==> config.mk <==
export PLATFORM = sky130hd
export DESIGN_NAME = conv_serial_port
export DESIGN_NICKNAME = d
export VERILOG_FILES = /design/src/rtl/ssp_pkg.sv /design/src/rtl/ssp_rst_sync.sv /design/src/rtl/ssp_frame_ctl.sv /design/src/rtl/ssp_shift.sv /design/src/rtl/ssp_regs.sv /design/src/rtl/conv_serial_port.sv
export SDC_FILE = /design/constraint.sdc
export NUM_CORES = 1
export LEC_CHECK = 0
export BUFFER_PORTS_ARGS = -buffer_cell sky130_fd_sc_hd__buf_2
export CAP_MARGIN = 20
export CORE_MARGIN = 2
export CORE_UTILIZATION = 61
export CTS_BUF_LIST = sky130_fd_sc_hd__clkbuf_2 sky130_fd_sc_hd__clkbuf_4 sky130_fd_sc_hd__clkbuf_8
export CTS_CLUSTER_DIAMETER = 40
export CTS_CLUSTER_SIZE = 25
export DETAILED_ROUTE_END_ITERATION = 10
export PLACE_DENSITY = 0.87
export SLEW_MARGIN = 20
export SYNTH_ARGS = -nofsm -noshare
export SYNTH_HDL_FRONTEND = slang
export SYNTH_SLANG_ARGS = --single-unit
==> constraint.sdc <==
create_clock -name sclk -period 9.07 [get_ports sclk]
set_input_delay 1.814 -clock sclk [delete_from_list [all_inputs] [get_ports sclk]]
set_output_delay 1.814 -clock sclk [all_outputs]
set_load 0.02 [all_outputs]
==> src/rtl/ssp_pkg.sv <==
package ssp_pkg;
  // readback choice held in control bits [1:0]
  typedef enum logic [1:0] {
    RB_NONE = 2'd0,
    RB_GAIN = 2'd1,
    RB_THR  = 2'd2,
    RB_CTRL = 2'd3
  } rb_sel_e;
endpackage

==> src/rtl/ssp_rst_sync.sv <==
module ssp_rst_sync #(
  parameter int STAGES = 2
) (
  input  logic clk,
  input  logic arst_n,
  output logic srst_n
);
  logic [STAGES-1:0] sync_q;

  // assert asynchronously, release on the sampling (falling) edge
  always_ff @(negedge clk or negedge arst_n) begin
    if (!arst_n) sync_q <= '0;
    else         sync_q <= {sync_q[STAGES-2:0], 1'b1};
  end

  assign srst_n = sync_q[STAGES-1];
endmodule

==> src/rtl/ssp_frame_ctl.sv <==
module ssp_frame_ctl #(
  parameter int FRAME_LEN = 32
) (
  input  logic sclk,
  input  logic rst_n,
  input  logic fs_n,
  output logic start,
  output logic capture,
  output logic wr_ok,
  output logic active_q,
  output logic chain_q
);
  localparam int CW = $clog2(FRAME_LEN);

  logic          fs_lo;
  logic          fs_prev_q;
  logic          last;
  logic          active_d, chain_d;
  logic [CW-1:0] cnt_q, cnt_d;

  assign fs_lo = ~fs_n;

  always_comb begin
    start    = !active_q && !chain_q && fs_lo && fs_prev_q;
    capture  = active_q;
    last     = active_q && (cnt_q == CW'(FRAME_LEN - 1));
    wr_ok    = last && !fs_lo;
    active_d = active_q;
    cnt_d    = cnt_q;
    chain_d  = chain_q;
    if (start) begin
      active_d = 1'b1;
      cnt_d    = '0;
    end else if (capture) begin
      if (last) begin
        active_d = 1'b0;
        cnt_d    = '0;
        chain_d  = fs_lo;
      end else begin
        cnt_d = cnt_q + 1'b1;
      end
    end
    if (chain_q && !fs_lo) chain_d = 1'b0;
  end

  always_ff @(negedge sclk or negedge rst_n) begin
    if (!rst_n) begin
      fs_prev_q <= 1'b1;
      active_q  <= 1'b0;
      cnt_q     <= '0;
      chain_q   <= 1'b0;
    end else begin
      fs_prev_q <= fs_n;
      active_q  <= active_d;
      cnt_q     <= cnt_d;
      chain_q   <= chain_d;
    end
  end

  // frame sync activity cannot end a frame before its last bit
  p_no_early_end_r9: assert property (@(negedge sclk) disable iff (!rst_n)
    (active_q && cnt_q != CW'(FRAME_LEN - 1)) |=> active_q);
endmodule

==> src/rtl/ssp_shift.sv <==
module ssp_shift #(
  parameter int FRAME_W = 32,
  parameter int IN_W    = 32
) (
  input  logic               sclk,
  input  logic               rst_n,
  input  logic               load,
  input  logic [FRAME_W-1:0] load_word,
  input  logic               shift_en,
  input  logic               sdi,
  output logic               tx_msb,
  output logic [IN_W-1:0]    rx_word,
  output logic               pass_bit
);
  logic [FRAME_W-1:0] tx_q, tx_d;
  logic [IN_W-1:0]    rx_q, rx_d;

  always_comb begin
    tx_d = tx_q;
    if (load)          tx_d = load_word;
    else if (shift_en) tx_d = {tx_q[FRAME_W-2:0], 1'b0};
    rx_d = {rx_q[IN_W-2:0], sdi};
  end

  always_ff @(negedge sclk or negedge rst_n) begin
    if (!rst_n) begin
      tx_q     <= '0;
      rx_q     <= '0;
      pass_bit <= 1'b0;
    end else begin
      if (load || shift_en) tx_q <= tx_d;
      if (shift_en)         rx_q <= rx_d;
      pass_bit <= sdi;
    end
  end

  assign tx_msb  = tx_q[FRAME_W-1];
  assign rx_word = rx_q;
endmodule

==> src/rtl/ssp_regs.sv <==
module ssp_regs
  import ssp_pkg::*;
#(
  parameter int          RES_W     = 24,
  parameter int          STAT_W    = 8,
  parameter int          AW        = 16,
  parameter int          DW        = 16,
  parameter int          GAP       = 8,
  parameter logic [15:0] ADDR_CTRL = 16'h0001,
  parameter logic [15:0] ADDR_GAIN = 16'h0002,
  parameter logic [15:0] ADDR_THR  = 16'h0003,
  parameter logic [15:0] GAIN_RST  = 16'hA000,
  parameter logic [15:0] THR_RST   = 16'hF000,
  localparam int         FRAME_W   = RES_W + STAT_W
) (
  input  logic               sclk,
  input  logic               rst_n,
  input  logic               wr_stb,
  input  logic [AW-1:0]      wr_addr,
  input  logic [DW-1:0]      wr_data,
  input  logic               start,
  input  logic [RES_W-1:0]   result_i,
  input  logic [STAT_W-1:0]  status_i,
  output logic [FRAME_W-1:0] load_word,
  output logic [DW-1:0]      ctrl_q,
  output logic [DW-1:0]      gain_q,
  output logic [DW-1:0]      thr_q
);
  localparam int GAP_MAX = GAP - 2;
  localparam int GW      = $clog2(GAP_MAX + 2);
  localparam int PAD     = RES_W - DW;

  logic             hit_ctrl, hit_gain, hit_thr;
  logic             armed;
  rb_sel_e          rb_q, rb_d;
  logic [GW-1:0]    gap_q, gap_d;
  logic [DW-1:0]    rb_val;
  logic [RES_W-1:0] rb_field;

  always_comb begin
    hit_ctrl = wr_stb && (wr_addr == AW'(ADDR_CTRL));
    hit_gain = wr_stb && (wr_addr == AW'(ADDR_GAIN));
    hit_thr  = wr_stb && (wr_addr == AW'(ADDR_THR));
    armed    = (rb_q != RB_NONE) && (gap_q == GW'(GAP_MAX)) && !hit_ctrl;
    case (rb_q)
      RB_GAIN: rb_val = gain_q;
      RB_THR:  rb_val = thr_q;
      RB_CTRL: rb_val = ctrl_q;
      default: rb_val = '0;
    endcase
  end

  generate
    if (PAD > 0) begin : g_pad
      assign rb_field = {rb_val, {PAD{1'b0}}};
    end else begin : g_nopad
      assign rb_field = rb_val[DW-1 -: RES_W];
    end
  endgenerate

  always_comb begin
    load_word = (start && armed) ? {rb_field, status_i} : {result_i, status_i};
    rb_d      = rb_q;
    if (start && armed) rb_d = RB_NONE;
    if (hit_ctrl)       rb_d = rb_sel_e'(wr_data[1:0]);
    if (hit_ctrl)                       gap_d = '0;
    else if (gap_q != GW'(GAP_MAX))     gap_d = gap_q + 1'b1;
    else                                gap_d = gap_q;
  end

  always_ff @(negedge sclk or negedge rst_n) begin
    if (!rst_n) begin
      ctrl_q <= '0;
      gain_q <= DW'(GAIN_RST);
      thr_q  <= DW'(THR_RST);
      rb_q   <= RB_NONE;
      gap_q  <= GW'(GAP_MAX);
    end else begin
      if (hit_ctrl) ctrl_q <= wr_data;
      if (hit_gain) gain_q <= wr_data;
      if (hit_thr)  thr_q  <= wr_data;
      rb_q  <= rb_d;
      gap_q <= gap_d;
    end
  end

  // a strobe to an undecoded address leaves every register untouched
  p_unknown_ignored_r5: assert property (@(negedge sclk) disable iff (!rst_n)
    (wr_stb && wr_addr != AW'(ADDR_CTRL) && wr_addr != AW'(ADDR_GAIN) &&
     wr_addr != AW'(ADDR_THR)) |=> ($stable(ctrl_q) && $stable(gain_q) && $stable(thr_q)));

  // a readback choice is used by exactly one frame
  p_rb_consume_r6: assert property (@(negedge sclk) disable iff (!rst_n)
    (start && armed) |=> (rb_q == RB_NONE));
endmodule

==> src/rtl/conv_serial_port.sv <==
module conv_serial_port #(
  parameter int          RES_W     = 24,
  parameter int          STAT_W    = 8,
  parameter int          AW        = 16,
  parameter int          DW        = 16,
  parameter int          GAP       = 8,
  parameter int          SYNC_STG  = 2,
  parameter logic [15:0] ADDR_CTRL = 16'h0001,
  parameter logic [15:0] ADDR_GAIN = 16'h0002,
  parameter logic [15:0] ADDR_THR  = 16'h0003,
  parameter logic [15:0] GAIN_RST  = 16'hA000,
  parameter logic [15:0] THR_RST   = 16'hF000
) (
  input  logic              sclk,
  input  logic              rst_n,
  input  logic              fs_n,
  input  logic              sdi,
  output logic              sdo,
  input  logic [RES_W-1:0]  result_i,
  input  logic [STAT_W-1:0] status_i,
  output logic              wr_stb,
  output logic [AW-1:0]     wr_addr,
  output logic [DW-1:0]     wr_data,
  output logic [DW-1:0]     ctrl_q,
  output logic [DW-1:0]     gain_q,
  output logic [DW-1:0]     thr_q,
  output logic              chain_o
);
  localparam int FRAME_W   = RES_W + STAT_W;
  localparam int IN_W      = AW + DW;
  localparam int FRAME_LEN = (FRAME_W > IN_W) ? FRAME_W : IN_W;

  logic               rst_s;
  logic               start, capture, wr_ok, act_q, chain_q;
  logic               tx_msb, pass_bit;
  logic [IN_W-1:0]    rx_word;
  logic [FRAME_W-1:0] load_word;
  logic               wr_stb_q;
  logic               sdo_q, sdo_d;

  ssp_rst_sync #(.STAGES(SYNC_STG)) u_rst (
    .clk(sclk), .arst_n(rst_n), .srst_n(rst_s)
  );

  ssp_frame_ctl #(.FRAME_LEN(FRAME_LEN)) u_frm (
    .sclk(sclk), .rst_n(rst_s), .fs_n(fs_n), .start(start), .capture(capture),
    .wr_ok(wr_ok), .active_q(act_q), .chain_q(chain_q)
  );

  ssp_shift #(.FRAME_W(FRAME_W), .IN_W(IN_W)) u_shf (
    .sclk(sclk), .rst_n(rst_s), .load(start), .load_word(load_word),
    .shift_en(capture), .sdi(sdi), .tx_msb(tx_msb), .rx_word(rx_word),
    .pass_bit(pass_bit)
  );

  ssp_regs #(
    .RES_W(RES_W), .STAT_W(STAT_W), .AW(AW), .DW(DW), .GAP(GAP),
    .ADDR_CTRL(ADDR_CTRL), .ADDR_GAIN(ADDR_GAIN), .ADDR_THR(ADDR_THR),
    .GAIN_RST(GAIN_RST), .THR_RST(THR_RST)
  ) u_regs (
    .sclk(sclk), .rst_n(rst_s), .wr_stb(wr_stb_q), .wr_addr(wr_addr),
    .wr_data(wr_data), .start(start), .result_i(result_i), .status_i(status_i),
    .load_word(load_word), .ctrl_q(ctrl_q), .gain_q(gain_q), .thr_q(thr_q)
  );

  // strobe raised at the edge that captures the last input bit
  always_ff @(negedge sclk or negedge rst_s) begin
    if (!rst_s) wr_stb_q <= 1'b0;
    else        wr_stb_q <= wr_ok;
  end

  // output launch on the rising edge
  always_comb sdo_d = act_q ? tx_msb : (chain_q ? pass_bit : 1'b0);

  always_ff @(posedge sclk or negedge rst_s) begin
    if (!rst_s) sdo_q <= 1'b0;
    else        sdo_q <= sdo_d;
  end

  assign sdo     = sdo_q;
  assign wr_stb  = wr_stb_q;
  assign wr_addr = rx_word[IN_W-1 -: AW];
  assign wr_data = rx_word[DW-1:0];
  assign chain_o = chain_q;

  // a strobe only follows a frame that was active one edge earlier
  p_stb_after_frame_r3: assert property (@(negedge sclk) disable iff (!rst_s)
    wr_stb_q |-> $past(act_q));

  // chained frames never write
  p_no_stb_chain_r8: assert property (@(negedge sclk) disable iff (!rst_s)
    chain_q |-> !wr_stb_q);

  // idle launches a low output
  p_sdo_idle_r10: assert property (@(negedge sclk) disable iff (!rst_s)
    (!act_q && !chain_q) |-> (sdo_q == 1'b0));
endmodule

==> metrics list, run 1 <==
- Share of total power in combinational logic: 0.327
- Antenna violation net count after detailed routing: 0
* Pwr/cell area: 299 nW/µm²
- Synthesis handed over a netlist of 465 instances.
- For this run, design rule violations remaining after detail routing come to 0.
- For this run, the post-layout net count is 628.
- Summed over all layers, the routed wires come to 13100 µm.
- Pin count of the biggest net entering global routing: 67
- For this configuration, the core starts out at a cell density of 0.630.
* Footprint of the multi-input gates: 2400 µm²
- Final setup slack of the worst path: 1.29 ns
- Largest clock skew in the final design: 0.0651 ns
- Worst-path cell with the longest stage delay: sky130_fd_sc_hd__or4b_1
- The clock tree synthesis step divided the H-tree into 4 levels.
- At the end of routability-driven placement, the weighted congestion stood at between 0.8 and 0.9.
- Worst ir drop on vdd: 0.162 mV
* Number of synthesized flops with an enable pin: 0
* Number of fill cells: 611
- Power spent charging and discharging nets: 755 µW
- Post-detailed-placement half-perimeter wirelength: 8750 µm
* Grt met1 use: 0.349
* CP max stage delay: 0.60 ns
- Clock tree synthesis found a total of 130 sinks.
- CTS clk-pin slew, worst paths: 0.05 ns
- Worst Setup End Kind: register
- The worst setup path is of the primary input to register kind.
- Instance count after placement with tap cells included: 689
- Most used routing layer: met2
* Number of global-route vias before repair: 4005
* Mapped Nets: 505
- Avg Cell Area, Syn: 12.5 µm²
- The number of antenna diodes in the final layout is 0.
- Total power for the finished layout comes to 2070 µW.
- The cell sitting at the root of the clock tree is a sky130_fd_sc_hd__clkbuf_8.
* RSZ-0062 raised after global routing: false
- Hold buffers post-CTS: 0
* Post-CTS setup-driven buffer insertion count: 0
- Final Slew Violations: 0
- Die extent in y: 102 µm
- Most frequent cells in the layout: sky130_fd_sc_hd__dfrtn_1 (120), sky130_fd_sc_hd__buf_2 (118), sky130_fd_sc_hd__mux2_2 (112)
- The total overflow left after global routing is 0.
- Max-cap violations in this run came to 0.
- The total area inside the core boundary comes to 9240 µm².
- Compared with the post-synthesis result, the final layout area differs by 18.7%.
- Worst path bufs/invs: 2
- After detailed routing, the number of vias per cell comes to 5.69.
* Final setup violation count: 0
* Sequential share of power: 0.445
- The die covers 10300 µm².
- Of the synthesized area, sequential elements account for 0.561.
- Across all layers, the routed design uses 4151 vias.
- Measured slew at the worst slew-check pin: 1.13 ns
* Worst skew pair latency: 0.44 ns
- During synthesis, Yosys emitted a total of 0 warnings.
- TritonCTS built the clock tree.
- Floorplan die width: ~100 µm
* Max Fanout on Critical Path: 24
* Number of antenna violations at the first check in global routing: 0
- Max-slew headroom: 0.246
- The pre-antenna-repair detailed-routing pass consisted of 5 iterations.
* Pre-CTS worst setup slack: 0.900 ns
- TritonCTS buffer count: 17
- In this run the count of I/O pins placed on the die edge is 119.
- Signal arrival time at the worst endpoint: 3.44 ns
- In the final routed layout, each cell accounts on average for 18.0 µm.
- Endpoints failing hold: 0
- Area taken by flip-flops and latches: 3260 µm²
* Hold Crit Class: register to register
- In the global route stage, met2 resource usage came out at 0.405.
* Most frequent standard cell in the layout excluding fill and tap cells: sky130_fd_sc_hd__dfrtn_1
- The flow ran to the end, and the final reports show no timing, DRC or antenna violations.
* Primary FF master, synth: sky130_fd_sc_hd__dfrtn_1
- The mapped netlist covers 5820 µm².
* Static leakage power: 0.00345 µW
- Post-synthesis sequential element count: 130
* Nature of the critical path startpoint: primary input
* Detailed router's first-iteration violation count: approximately 260
- Summed over all failing endpoints, the final setup total negative slack is 0 ns.
* Critical Path RT: 4.73 ns
- Proportion of power drawn by the clock network: 0.228
- Of the total power, the share spent switching nets is 0.365.
- In the global route stage, met3 resource usage came out at 0.0787.
- Std cell rows: 35
* Tot GR Track Use: 0.260
* Top delay family on crit path: simple AND/OR/NAND/NOR gates
- Traced cell by cell, the critical path runs through buf_2 -> or4b_1 -> nor3_4 -> buf_4 -> o21a_4 -> o211ai_1.
* Int Power: 1310 µW
- Count of input and output buffers: 118
- After synthesis, the share of flip-flops with an asynchronous set or reset is 1.00.
* Post-synthesis cell type count: 37
* Bufs on Longest Clock Path: 2
- The number of gates resized after CTS was 0.
- For this run, the number of standard cells in the final layout without fillers is 729.
- The first global-routing pass estimated roughly 20000 µm of wire.
- Ratio of cells with drive above 1 in the final layout: 0.477
==> state kept, by name (all words and copies together), names as in the netlist, 2 cells and up <==
signal / flops
u_regs.rb_q: 2
u_rst.sync_q: 2
u_regs.gap_q: 3
u_shf.tx_q: 32
u_regs.gain_q: 16
u_shf.rx_word: 32
u_regs.thr_q: 16
u_frm.cnt_q: 5
u_regs.ctrl_q: 16
==> cells by family (layout without fill, tap and decap cells) <==
family / count (synthesis) / after routing / synth area share
compound gates: 76 / 76 / 0.0991
xor+xnor: 3 / 3 / 0.00452
fa+ha+maj: 4 / 4 / 0.00860
buf+inv: 36 / 171 / 0.0284
flops: 130 / 130 / 0.561
mux: 112 / 112 / 0.217
other cells: 1 / 1 / 0.000644
simple gates: 103 / 103 / 0.0811
==> stage by stage <==
| stage | area, µm² | utilization | hold slack [ns] |
|---|---|---|---|
| after floorplan | 5820 | - | 0.292 |
| after global placement | 6500 | 0.703 | 0.299 |
| after detailed placement | 6500 | 0.703 | 0.303 |
| after CTS | 6900 | 0.746 | 0.303 |
| after global routing | 6910 | 0.748 | 0.322 |
| final | 6910 | 0.748 | 0.301 |
==> layout make-up <==
class / instances / area share
Tap cell: 129 / 0.0234
Timing Repair Buffer: 128 / 0.0969
Clock inverter: 21 / 0.0201
Inverter: 3 / 0.00163
Clock buffer: 19 / 0.0379
Multi-Input combinational cell: 299 / 0.348
Sequential cell: 130 / 0.473
==> final timing paths <==
check                                start               end  slack [ns]  cells past startpoint
min in group asynchronous  u_rst.sync_q[1]  u_regs.ctrl_q[4]        0.35                      1
hold / removal             u_rst.sync_q[0]   u_rst.sync_q[1]        0.30                      0
setup / recovery                      fs_n    u_shf.tx_q[30]        1.29                      6
max in group asynchronous            rst_n   u_rst.sync_q[0]        3.32                      1
setup reg to reg            u_frm.active_q               sdo        3.47                      2
hold reg to reg            u_rst.sync_q[0]   u_rst.sync_q[1]        0.30                      0
==> synthesized netlist by cell type (all sizes together), types with 2 or more instances <==
| cell | count | share of area |
|---|---|---|
| a22o | 18 | 0.027 |
| a22oi | 7 | 0.0090 |
| and3 | 3 | 0.0032 |
| buf | 10 | 0.012 |
| clkbuf | 22 | 0.014 |
| dfrtn | 120 | 0.52 |
| dfstp | 9 | 0.041 |
| ha | 4 | 0.0086 |
| inv | 4 | 0.0026 |
| mux2 | 112 | 0.22 |
| nand2 | 60 | 0.039 |
| nand2b | 2 | 0.0021 |
| nand4 | 2 | 0.0021 |
| nor2 | 16 | 0.010 |
| nor3 | 11 | 0.011 |
| nor4 | 2 | 0.0021 |
| nor4b | 2 | 0.0041 |
| o211ai | 32 | 0.041 |
| o21ai | 4 | 0.0034 |
| o22ai | 11 | 0.012 |
| xnor2 | 2 | 0.0030 |
==> routing by layer <==
metal  vias to the layer above  routed length (µm)
met1                      2077                5650
met4                         0                 252
met3                        23                 769
li1                       1927                   -
met2                       124                6430
met5                         -                   0
==> power by group through the flow <==
stage                     logic [µW]  clock network (µW)  registers (µW)
after floorplan                  413                6.79             981
after detailed placement         674                6.79             922
after global placement           642                6.79             910
after CTS                        681                 477             917
after global routing             735                 509             939
final                            676                 471             920
Note: power is estimated with default switching activity, not from simulation.
==> run 2: changes to the inputs <==
ABC_AREA = 1   (was not set)
CAP_MARGIN = not set   (was 20)
CORE_UTILIZATION = 62   (was 61)
CTS_CLUSTER_SIZE = 16   (was 25)
PLACE_DENSITY = 0.88   (was 0.87)
==> metrics list, run 2 <==
* Static leakage power: 0.00374 µW
- Hold Crit Class: register to register
- Arithmetic-cell share of the synthesized area counting full adders, half adders and majority gates: 0.00832
- On the critical path the largest part of the delay comes from buffers and inverters.
- Using the TritonRoute via totals, the vias-per-cell ratio works out to 5.61.
- Internal power comes to about 1200 µW.
- Share of total power in combinational logic: 0.330
* Critical path type: primary input to register
* Worst path bufs/invs: 3
* CTS tree: done
* Worst slack on hold paths: 0.298 ns
- The flow ran to the end, and the final reports show no timing, DRC or antenna violations.
- Proportion of power drawn by the clock network: 0.239
- Level count of the clock H-tree: 4
* Multiplexer area fraction after synthesis: 0.0362
- Largest clock skew in the final design: 0.0672 ns
- Power spent charging and discharging nets: 866 µW
* Number of resized instances in the post-cts repair step: 0
* Most frequently used cell type in the post-synthesis netlist: sky130_fd_sc_hd__nand2_1
- The detailed router finished its first iteration with 541 violations.
- At the pin with the least slew margin, the transition time is approximately 0.90 ns.
* Post-synthesis sequential element count: 130
- The library cells used most frequently in the layout, excluding fill and tap cells, are sky130_fd_sc_hd__nand2_1 (139), sky130_fd_sc_hd__dfrtn_1 (120), sky130_fd_sc_hd__buf_2 (118).
- Total global routing overflow: 0
* Final Slew Violations: 0
* Max Fanout on Critical Path: 31
* Number of top-level design ports: 119
* Count of input and output buffers: 118
- Area taken by flip-flops and latches: 3260 µm²
* Pin count of the biggest net entering global routing: 74
- Post-Synth XOR/XNOR Area: 0.00291
- Post-CTS setup-driven buffer insertion count: 0
* Hold buffers post-CTS: 0
- Switching share of power: 0.420
- Post-synth top area share: 0.499
- CP max stage delay: 0.76 ns
- The share of the Yosys chip area taken by registers is 0.543.
* Antenna violation net count after detailed routing: 0
- Pwr/cell area: 294 nW/µm²
* Worst Reg-to-Reg Cells: 3
- For this run, the total global-route usage over all layers was measured as 0.311.
* Die Footprint: 10500 µm²
* Worst setup slack for register-to-register paths: 3.33 ns
- Antenna Cells: 0
- Critical Path RT: between 4 and 5 ns
- Detailed placement ended at an HPWL of 10600 µm.
- The number of global-route vias before repair was 5139.
* Bufs on Longest Clock Path: 2
* Footprint of the multi-input gates: ~2200 µm²
- Post-layout net count: 832
* Vias: 5236
- Synthesized cell area: 6010 µm²
- Avg Cell Area, Syn: 8.88 µm²
- Summed over all instances, the cell type with the most area after synthesis is sky130_fd_sc_hd__dfrtn_1.
- The worst register-to-register path begins at u_frm.active_q.
* Worst skew pair latency: 0.45 ns
- The Yosys step of the flow raised 0 warnings.
* Cell chosen for the clock root: sky130_fd_sc_hd__clkbuf_8
* Post-synthesis cell type count: 38
* Global-route wire length before repair: 24900 µm
* Worst Setup End Kind: register
- For this run, the detailed router's first-pass iteration total came to 6.
* Ratio of cells with drive above 1 in the final layout: 0.257
- # DRC: 0
- The die is 102 µm wide.
* Reg-to-Reg End: sdo
* Count of mapped cells out of synthesis: 677
- Primary FF master, synth: sky130_fd_sc_hd__dfrtn_1
- Signal arrival time at the worst endpoint: 3.60 ns
- Initial standard-cell utilization of the core: 0.645
- Worst-path cell with the longest stage delay: sky130_fd_sc_hd__inv_1
- Worst Hold Path Cells: 0
- The critical path runs through a total of 6 cells.
- Largest family of logic cells by synthesized area: simple AND/OR/NAND/NOR gates
- At the end of routability-driven placement, the weighted congestion stood at 0.908.
- Pre-CTS worst setup slack: 1.00 ns
- Drt wl/cell: between 15 and 20 µm
- Hold path endpoint: u_rst.sync_q[1]
* Mapped Nets: 717
- STA classifies the critical path startpoint as a primary input.
- Adding up every negative setup slack in the final design gives 0 ns.
- The die is about 100 µm tall.
- Number of synthesized flops with an enable pin: 0
* Final wirelength: 15600 µm
- RSZ-0062 raised after global routing: false
- Traced cell by cell, the critical path runs through buf_2 -> inv_1 -> nand4_4 -> inv_1 -> nand3_1 -> a21oi_1.
* Dominant cells by area after synthesis: sky130_fd_sc_hd__dfrtn_1 (50%), sky130_fd_sc_hd__nand2_1 (8.7%), sky130_fd_sc_hd__o21ai_0 (5.7%), sky130_fd_sc_hd__nor2_1 (5.4%), sky130_fd_sc_hd__inv_1 (4.7%)
- Final setup violation count: 0
* Source of the worst hold timing path: u_rst.sync_q[0]
- Number of antenna violations at the first check in global routing: 0
* Crit path top cell by count: sky130_fd_sc_hd__inv_1
- In this run the standard cell core region covers 9330 µm².
* Fraction of registers with async set/reset: 1.00
- Max-cap check violation count: 0
* Layout area overhead: 16.6%
- The library cell used most frequently in the layout, excluding fill and tap cells, is sky130_fd_sc_hd__nand2_1.
* Most frequent cells after synthesis: sky130_fd_sc_hd__nand2_1 (139), sky130_fd_sc_hd__dfrtn_1 (120), sky130_fd_sc_hd__nor2_1 (86)
* Sequential share of power: 0.431
* Simple-gate share of the synthesized area: 0.216
* Endpoints failing hold: 0
- Complex-gate fraction of the synthesized area: 0.110
- Number of sinks handled by clock tree synthesis: 130
- TritonCTS created 17 clock buffers.
- Std cell rows: 35
* Number of fill cells: 662
* Max-slew headroom: 0.402
* Worst ir drop on vdd: 0.179 mV
- Clock-pin slew was measured on the worst setup and hold paths at ~0.060 ns.
- Setup slack closes at 1.34 ns.
==> run 2: cell count changes after synthesis, moves of 18 or more <==
cell,change
sky130_fd_sc_hd__mux2_2,-106
sky130_fd_sc_hd__nand3_1,+36
sky130_fd_sc_hd__a22o_1,-18
sky130_fd_sc_hd__inv_1,+72
sky130_fd_sc_hd__nand2_1,+79
sky130_fd_sc_hd__nor2_1,+70
sky130_fd_sc_hd__a21oi_1,+34
sky130_fd_sc_hd__o211ai_1,-30
sky130_fd_sc_hd__o21ai_0,+65
==> run 2: cells by family after synthesis <==
kind of cell / count (synthesis)
buf+inv: 115
compound gates: 123
mux: 16
simple gates: 286
fa+ha+maj: 4
other cells: 1
xor+xnor: 2
flops: 130
==> run 2: per-stage QoR <==
step	total power [µW]	utilization	instance area [µm²]	std cells
floorplan	1370	-	6010	677
global placement	1520	0.707	6600	894
detailed placement	1570	0.707	6600	894
CTS	2050	0.752	7010	934
global route	2190	0.752	7010	934
finish	2060	0.752	7010	934
==> run 2: layer usage <==
metal / up-vias / wire [µm] / track usage
met5: - / 0 / 0
met4: 0 / 238 / 0.0964
met3: 31 / 1500 / 0.105
met2: 308 / 7500 / 0.483
met1: 2507 / 6340 / 0.421
li1: 2390 / - / -
==> run 2: final cells by class <==
class / count / area share
clock buffer: 18 / 0.0353
clock inverter: 23 / 0.0241
inverter: 80 / 0.0428
multi-input combinational: 432 / 0.321
sequential: 130 / 0.466
tap: 129 / 0.0230
timing repair buffer: 122 / 0.0885
==> run 2: power by group through the flow <==
stage / logic [µW] / clock network [µW] / registers, µW
6_report: 681 / 492 / 888
4_1_cts: 678 / 493 / 884
2_1_floorplan: 417 / 6.79 / 942
5_1_grt: 757 / 524 / 907
3_5_place_dp: 669 / 6.79 / 889
3_3_place_gp: 631 / 6.79 / 881
==> run 2: how the worst max path moves through the flow <==
| stage | start | endpoint |
|---|---|---|
| after floorplan | u_rst.sync_q[1] | sdo |
| after global placement | fs_n | u_shf.tx_q[31] |
| after detailed placement | fs_n | u_shf.tx_q[17] |
| after CTS | fs_n | u_shf.tx_q[26] |
| after global routing | fs_n | u_shf.tx_q[17] |
| final | fs_n | u_shf.tx_q[26] |
